### src/rtl/cec_pkg.sv
package cec_pkg;
  localparam int NUM_CNT  = 2;
  localparam int SRC_W    = 4;
  localparam int NUM_SRC  = 1 << SRC_W;
  localparam int BASE_LAST = 9;
  localparam int IRQ_W    = 2;
  localparam int CFG_W    = SRC_W + IRQ_W;
  localparam int ADDR_W   = 8;

  localparam logic [ADDR_W-1:0] CTRL_ADDR = 8'h00;
  localparam logic [ADDR_W-1:0] STAT_ADDR = 8'h04;
  localparam logic [ADDR_W-1:0] CFG0_ADDR = 8'h0C;
  localparam logic [ADDR_W-1:0] VAL0_ADDR = 8'h14;

  function automatic logic [ADDR_W-1:0] cfg_addr(input int n);
    return CFG0_ADDR - ADDR_W'(4 * n);
  endfunction

  function automatic logic [ADDR_W-1:0] val_addr(input int n);
    return VAL0_ADDR - ADDR_W'(4 * n);
  endfunction
endpackage

### src/rtl/cec_evt_select.sv
module cec_evt_select
  import cec_pkg::*;
#(
  parameter bit HAS_EXT = 1'b1
) (
  input  logic [NUM_SRC-1:1] evt_i,
  input  logic [SRC_W-1:0]   sel_i,
  output logic               hit_o
);
  logic [NUM_SRC-1:0] usable;

  assign usable[0] = 1'b0;  // code 0: counter disabled

  for (genvar k = 1; k < NUM_SRC; k++) begin : g_src
    if (k > BASE_LAST && !HAS_EXT) begin : g_off
      assign usable[k] = 1'b0;
    end else begin : g_on
      assign usable[k] = evt_i[k];
    end
  end

  assign hit_o = usable[sel_i];
endmodule

### src/rtl/cec_sat_counter.sv
module cec_sat_counter #(
  parameter int W = 32
) (
  input  logic         clk,
  input  logic         rst_n,
  input  logic         en_i,
  input  logic         hit_i,
  input  logic         wr_i,
  input  logic [W-1:0] wdata_i,
  input  logic         irq_en_i,
  input  logic         clr_i,
  output logic [W-1:0] count_o,
  output logic         flag_o
);
  localparam logic [W-1:0] TOP = '1;

  logic advance, reach;

  // A write owns the cycle; a pulse in the same cycle is lost.
  assign advance = en_i && hit_i && !wr_i && (count_o != TOP);
  assign reach   = advance && (count_o == TOP - 1'b1);

  always_ff @(posedge clk) begin
    if (!rst_n)       count_o <= '0;
    else if (wr_i)    count_o <= wdata_i;
    else if (advance) count_o <= count_o + 1'b1;
  end

  // Setting beats a clear in the same cycle so no saturation is missed.
  always_ff @(posedge clk) begin
    if (!rst_n)                  flag_o <= 1'b0;
    else if (reach && irq_en_i)  flag_o <= 1'b1;
    else if (clr_i)              flag_o <= 1'b0;
  end
endmodule

### src/rtl/cache_evt_counters.sv
module cache_evt_counters
  import cec_pkg::*;
#(
  parameter int CNT_W   = 32,
  parameter bit HAS_EXT = 1'b1
) (
  input  logic                clk,
  input  logic                rst_n,
  input  logic [NUM_SRC-1:1]  evt_i,
  input  logic                bus_valid,
  input  logic                bus_write,
  input  logic [ADDR_W-1:0]   bus_addr,
  input  logic [CNT_W-1:0]    bus_wdata,
  output logic [CNT_W-1:0]    bus_rdata,
  output logic                irq_o
);
  logic                            ctrl_en_q;
  logic [NUM_CNT-1:0][CFG_W-1:0]   cfg_q;
  logic [NUM_CNT-1:0][CNT_W-1:0]   cnt_val;
  logic [NUM_CNT-1:0]              cnt_wr;
  logic [NUM_CNT-1:0]              sat_flag;
  logic [NUM_CNT-1:0]              irq_en;
  logic [NUM_CNT-1:0]              hit;
  logic                            wr_req;
  logic [CNT_W-1:0]                rd_next;

  assign wr_req = bus_valid && bus_write;

  always_ff @(posedge clk) begin
    if (!rst_n)                                  ctrl_en_q <= 1'b0;
    else if (wr_req && bus_addr == CTRL_ADDR)    ctrl_en_q <= bus_wdata[0];
  end

  for (genvar i = 0; i < NUM_CNT; i++) begin : g_cnt
    always_ff @(posedge clk) begin
      if (!rst_n)                                cfg_q[i] <= '0;
      else if (wr_req && bus_addr == cfg_addr(i)) cfg_q[i] <= bus_wdata[CFG_W-1:0];
    end

    assign cnt_wr[i] = wr_req && (bus_addr == val_addr(i));
    assign irq_en[i] = |cfg_q[i][IRQ_W-1:0];

    cec_evt_select #(.HAS_EXT(HAS_EXT)) u_sel (
      .evt_i (evt_i),
      .sel_i (cfg_q[i][CFG_W-1:IRQ_W]),
      .hit_o (hit[i])
    );

    cec_sat_counter #(.W(CNT_W)) u_ctr (
      .clk      (clk),
      .rst_n    (rst_n),
      .en_i     (ctrl_en_q),
      .hit_i    (hit[i]),
      .wr_i     (cnt_wr[i]),
      .wdata_i  (bus_wdata),
      .irq_en_i (irq_en[i]),
      .clr_i    (wr_req && bus_addr == STAT_ADDR && bus_wdata[i]),
      .count_o  (cnt_val[i]),
      .flag_o   (sat_flag[i])
    );
  end

  assign irq_o = |(sat_flag & irq_en);

  always_comb begin
    rd_next = '0;
    if (bus_addr == CTRL_ADDR) rd_next[0] = ctrl_en_q;
    if (bus_addr == STAT_ADDR) rd_next[NUM_CNT-1:0] = sat_flag;
    for (int i = 0; i < NUM_CNT; i++) begin
      if (bus_addr == cfg_addr(i)) rd_next[CFG_W-1:0] = cfg_q[i];
      if (bus_addr == val_addr(i)) rd_next = cnt_val[i];
    end
  end

  always_ff @(posedge clk) begin
    if (!rst_n)                       bus_rdata <= '0;
    else if (bus_valid && !bus_write) bus_rdata <= rd_next;
  end
endmodule

### config.mk
export PLATFORM = sky130hd
export DESIGN_NAME = cache_evt_counters
export DESIGN_NICKNAME = d
export VERILOG_FILES = /design/src/rtl/cec_pkg.sv /design/src/rtl/cec_evt_select.sv /design/src/rtl/cec_sat_counter.sv /design/src/rtl/cache_evt_counters.sv
export SDC_FILE = /design/constraint.sdc
export NUM_CORES = 1
export LEC_CHECK = 0
export BUFFER_PORTS_ARGS = -buffer_cell sky130_fd_sc_hd__buf_2
export CORE_UTILIZATION = 45
export DETAILED_ROUTE_END_ITERATION = 16
export PLACE_DENSITY_LB_ADDON = 0.12
export REMOVE_ABC_BUFFERS = 1
export SYNTH_ARGS = -nofsm -noshare
export SYNTH_HDL_FRONTEND = slang
export SYNTH_HIERARCHICAL = 1
export SYNTH_SLANG_ARGS = --single-unit
### constraint.sdc
create_clock -name clk -period 6.58 [get_ports clk]
set_input_delay 0.658 -clock clk [delete_from_list [all_inputs] [get_ports clk]]
set_output_delay 0.658 -clock clk [all_outputs]
set_load 0.02 [all_outputs]
==> impl_metrics.tcl <==
set metrics [dict create \
    tritoncts "done" \
    path_clk_slew_ps 70 \
    nets 954 \
    dr.pass1.iters 5 \
    final_util_pct 51.0 \
    antenna_found_initial 0 \
    post_cts_buffers 0 \
    cts_sinks 111 \
    p_total_w 0.00132 \
    synth_cells 846 \
    synth_fa_ha_area_share_pct 0.702 \
    final.setup.tns_ps 0 \
    coreArea_um2 15300 \
    row_count 45 \
    synth_edf_count 0 \
    hold_path_class "reg -> reg" \
    tightest_slew_ps 1080 \
    gp_congestion 0.982 \
    path_max_fanout 43 \
    synth.distinct_cells 64 \
    crit_end "g_cnt[1].u_ctr/count_o[3]" \
    slew_headroom_pct 27.5 \
    area.growth.synth_to_final_pct 9.56 \
    die_y_um 128 \
    crit_type "in -> reg" \
    clock_latency_ps 370 \
    layout_commonest_cell "dfxtp_1" \
    slew_violations 0 \
    placed_area_um2 7530 \
    r2r-start "cfg_q[4]" \
    cts-root-buf "clkbuf_16" \
    synth_top_family_by_area "simple AND/OR/NAND/NOR gates" \
    finalInstanceArea_um2 7810 \
    die_area_um2 16400 \
    antenna_cells 0 \
    place_hpwl_um 17000 \
    max_freq_ghz 0.269 \
    post_drt_wl_per_cell_um 21.4 \
    hold_viol 0 \
    drt_wl_total_um 23700 \
    pre_cts_ws_ps 2570 \
    num_io_pins 92 \
    rsz0062_at_grt "no" \
    ant_nets 0 \
    rr_worst_depth 8 \
    synth_mux_area_share_pct 10.5 \
    synth_compound_area_share_pct 21.5 \
    avgSynthCellArea_um2 8.43 \
    drc_errors 0 \
    min_period_ps 3720 \
    yosysTopAreaCell "dfxtp_1" \
    grt-ovfl-total 0 \
    drtIter0Drc 785 \
    grt_use_total_pct 29.4 \
    cts_made_buffers 9 \
    cp-end-kind "flop" \
    skew_ps 9.33 \
    setup-violations-final 0 \
    status "complete, no violations" \
    critPathRequiredTime_ps 6860 \
    synth_ff_type "dfxtp_1" \
    drive_above_1_share_pct 20.2 \
    yosysSeqAreaShare_pct 31.2 \
    critical_path.startpoint "bus_addr[2]" \
    htreeDepth 3 \
    viasPerCell 6.52 \
    start_kind "input pin" \
    synth_area_um2 7130 \
    fin_crit_sh_pct 56.6 \
    initial_core_util_pct 46.6 \
    die_w_um 128 \
    most-common-layout-cells "dfxtp_1, buf_2, nand2_1" \
    grt_max_degree 51 \
    async_flop_share_pct 0 \
    clock_path_buffers 2 \
    drv_cap 0 \
    synthXorXnorAreaFrac_pct 0 \
    yosys.area_share.simple_pct 29.9 \
    numPortBuffers 91 \
    ys_seq_elements 111 \
    ir_worst_vdd_mv 0.113 \
    grt_pass1_wl_um 37000 \
    r2r_end "g_cnt[0].u_ctr/count_o[23]" \
    setup_ws_ps 2860 \
    ctsResizeCount 0 \
    synth_top_cell_area_share_pct 31.2 \
    p_per_area_nw_per_um2 169 \
    num_vias 7219 \
    rrSetupSlack_ps 3220 \
    synth_area_leaders "dfxtp_1, mux2_2, nand2_1" \
    yosysWarnings 6 \
    power_leakage_nw 2.59 \
    grt_pass1_vias 6552 \
    critPathArrivalTime_ps 4000 \
    cts_hold_buffers 0 \
]
-- worst max-delay path, stage by stage --
cell and delay, ps:
buf_2 750, nor4_2 120, buf_4 320, inv_1 740
nand2_1 580, or4_1 650, a31oi_1 160
-- layer usage --
layer,part of all wire [%],vias to the layer above,GRT usage [%]
met4,2.1,0,9.83
li1,-,3368,-
met3,8.4,37,3.59
met5,0,-,0
met2,44,363,45.3
met1,46,3451,42.3
-- metrics by stage --
step                      hold slack [ps]  cells
final                                 488   1107
after floorplan                       444    783
after CTS                             485   1107
after detailed placement              483   1091
after global placement                463   1091
after global routing                  511   1107
-- registers in the layout, summed over array words and instances (netlist names) --
signal and cells:
bus_rdata 32, g_cnt.u_ctr/count_o 64, cfg_q 12, g_cnt.u_ctr/flag_o 2
ctrl_en_q 1
-- synth_stat cells, types with 18 or more instances --
| cell | count |
|---|---|
| dfxtp_1 | 111 |
| nand2_1 | 77 |
| nand3_1 | 51 |
| nor2b_1 | 42 |
| o21ai_0 | 41 |
| nand4_1 | 38 |
| a31oi_1 | 37 |
| clkbuf_1 | 32 |
| mux2_2 | 32 |
| a21oi_1 | 30 |
| mux2i_1 | 24 |
| or3_1 | 22 |
| and3_1 | 21 |
| o211ai_1 | 21 |
| nor2_1 | 19 |
| nor3_1 | 19 |
| a22oi_1 | 18 |
-- layout make-up --
cell class                      count  area (µm²)
Clock buffer                       10         239
Clock inverter                      6        45.0
Fill cell                        1490        7500
Inverter                           17        63.8
Multi-Input combinational cell    655        4480
Sequential cell                   111        2220
Tap cell                          211         264
Timing Repair Buffer               97         500
-- kinds of logic after synthesis --
group | count (synthesis)
AOI/OAI and AO/OA | 217
adders and majority gates | 4
and+or+nand+nor | 372
DFF | 111
buffers and inverters | 80
muxes | 62
-- power breakdown --
group	total (W)	internal [W]	switching, W
Clock	0.000551	0.000269	0.000282
Sequential	0.000677	0.000674	0.00000326
Combinational	0.0000890	0.0000319	0.0000571
-- worst min-delay path by stage --
stage          startpoint        to  slack (ps)  cells past startpoint
2_1_floorplan    cfg_q[7]  cfg_q[7]         440                      2
3_3_place_gp     cfg_q[7]  cfg_q[7]         460                      2
3_5_place_dp     cfg_q[7]  cfg_q[7]         480                      2
4_1_cts          cfg_q[7]  cfg_q[7]         490                      2
5_1_grt          cfg_q[7]  cfg_q[7]         510                      2
6_report         cfg_q[7]  cfg_q[7]         490                      2
(Power assumes the default switching activity.)
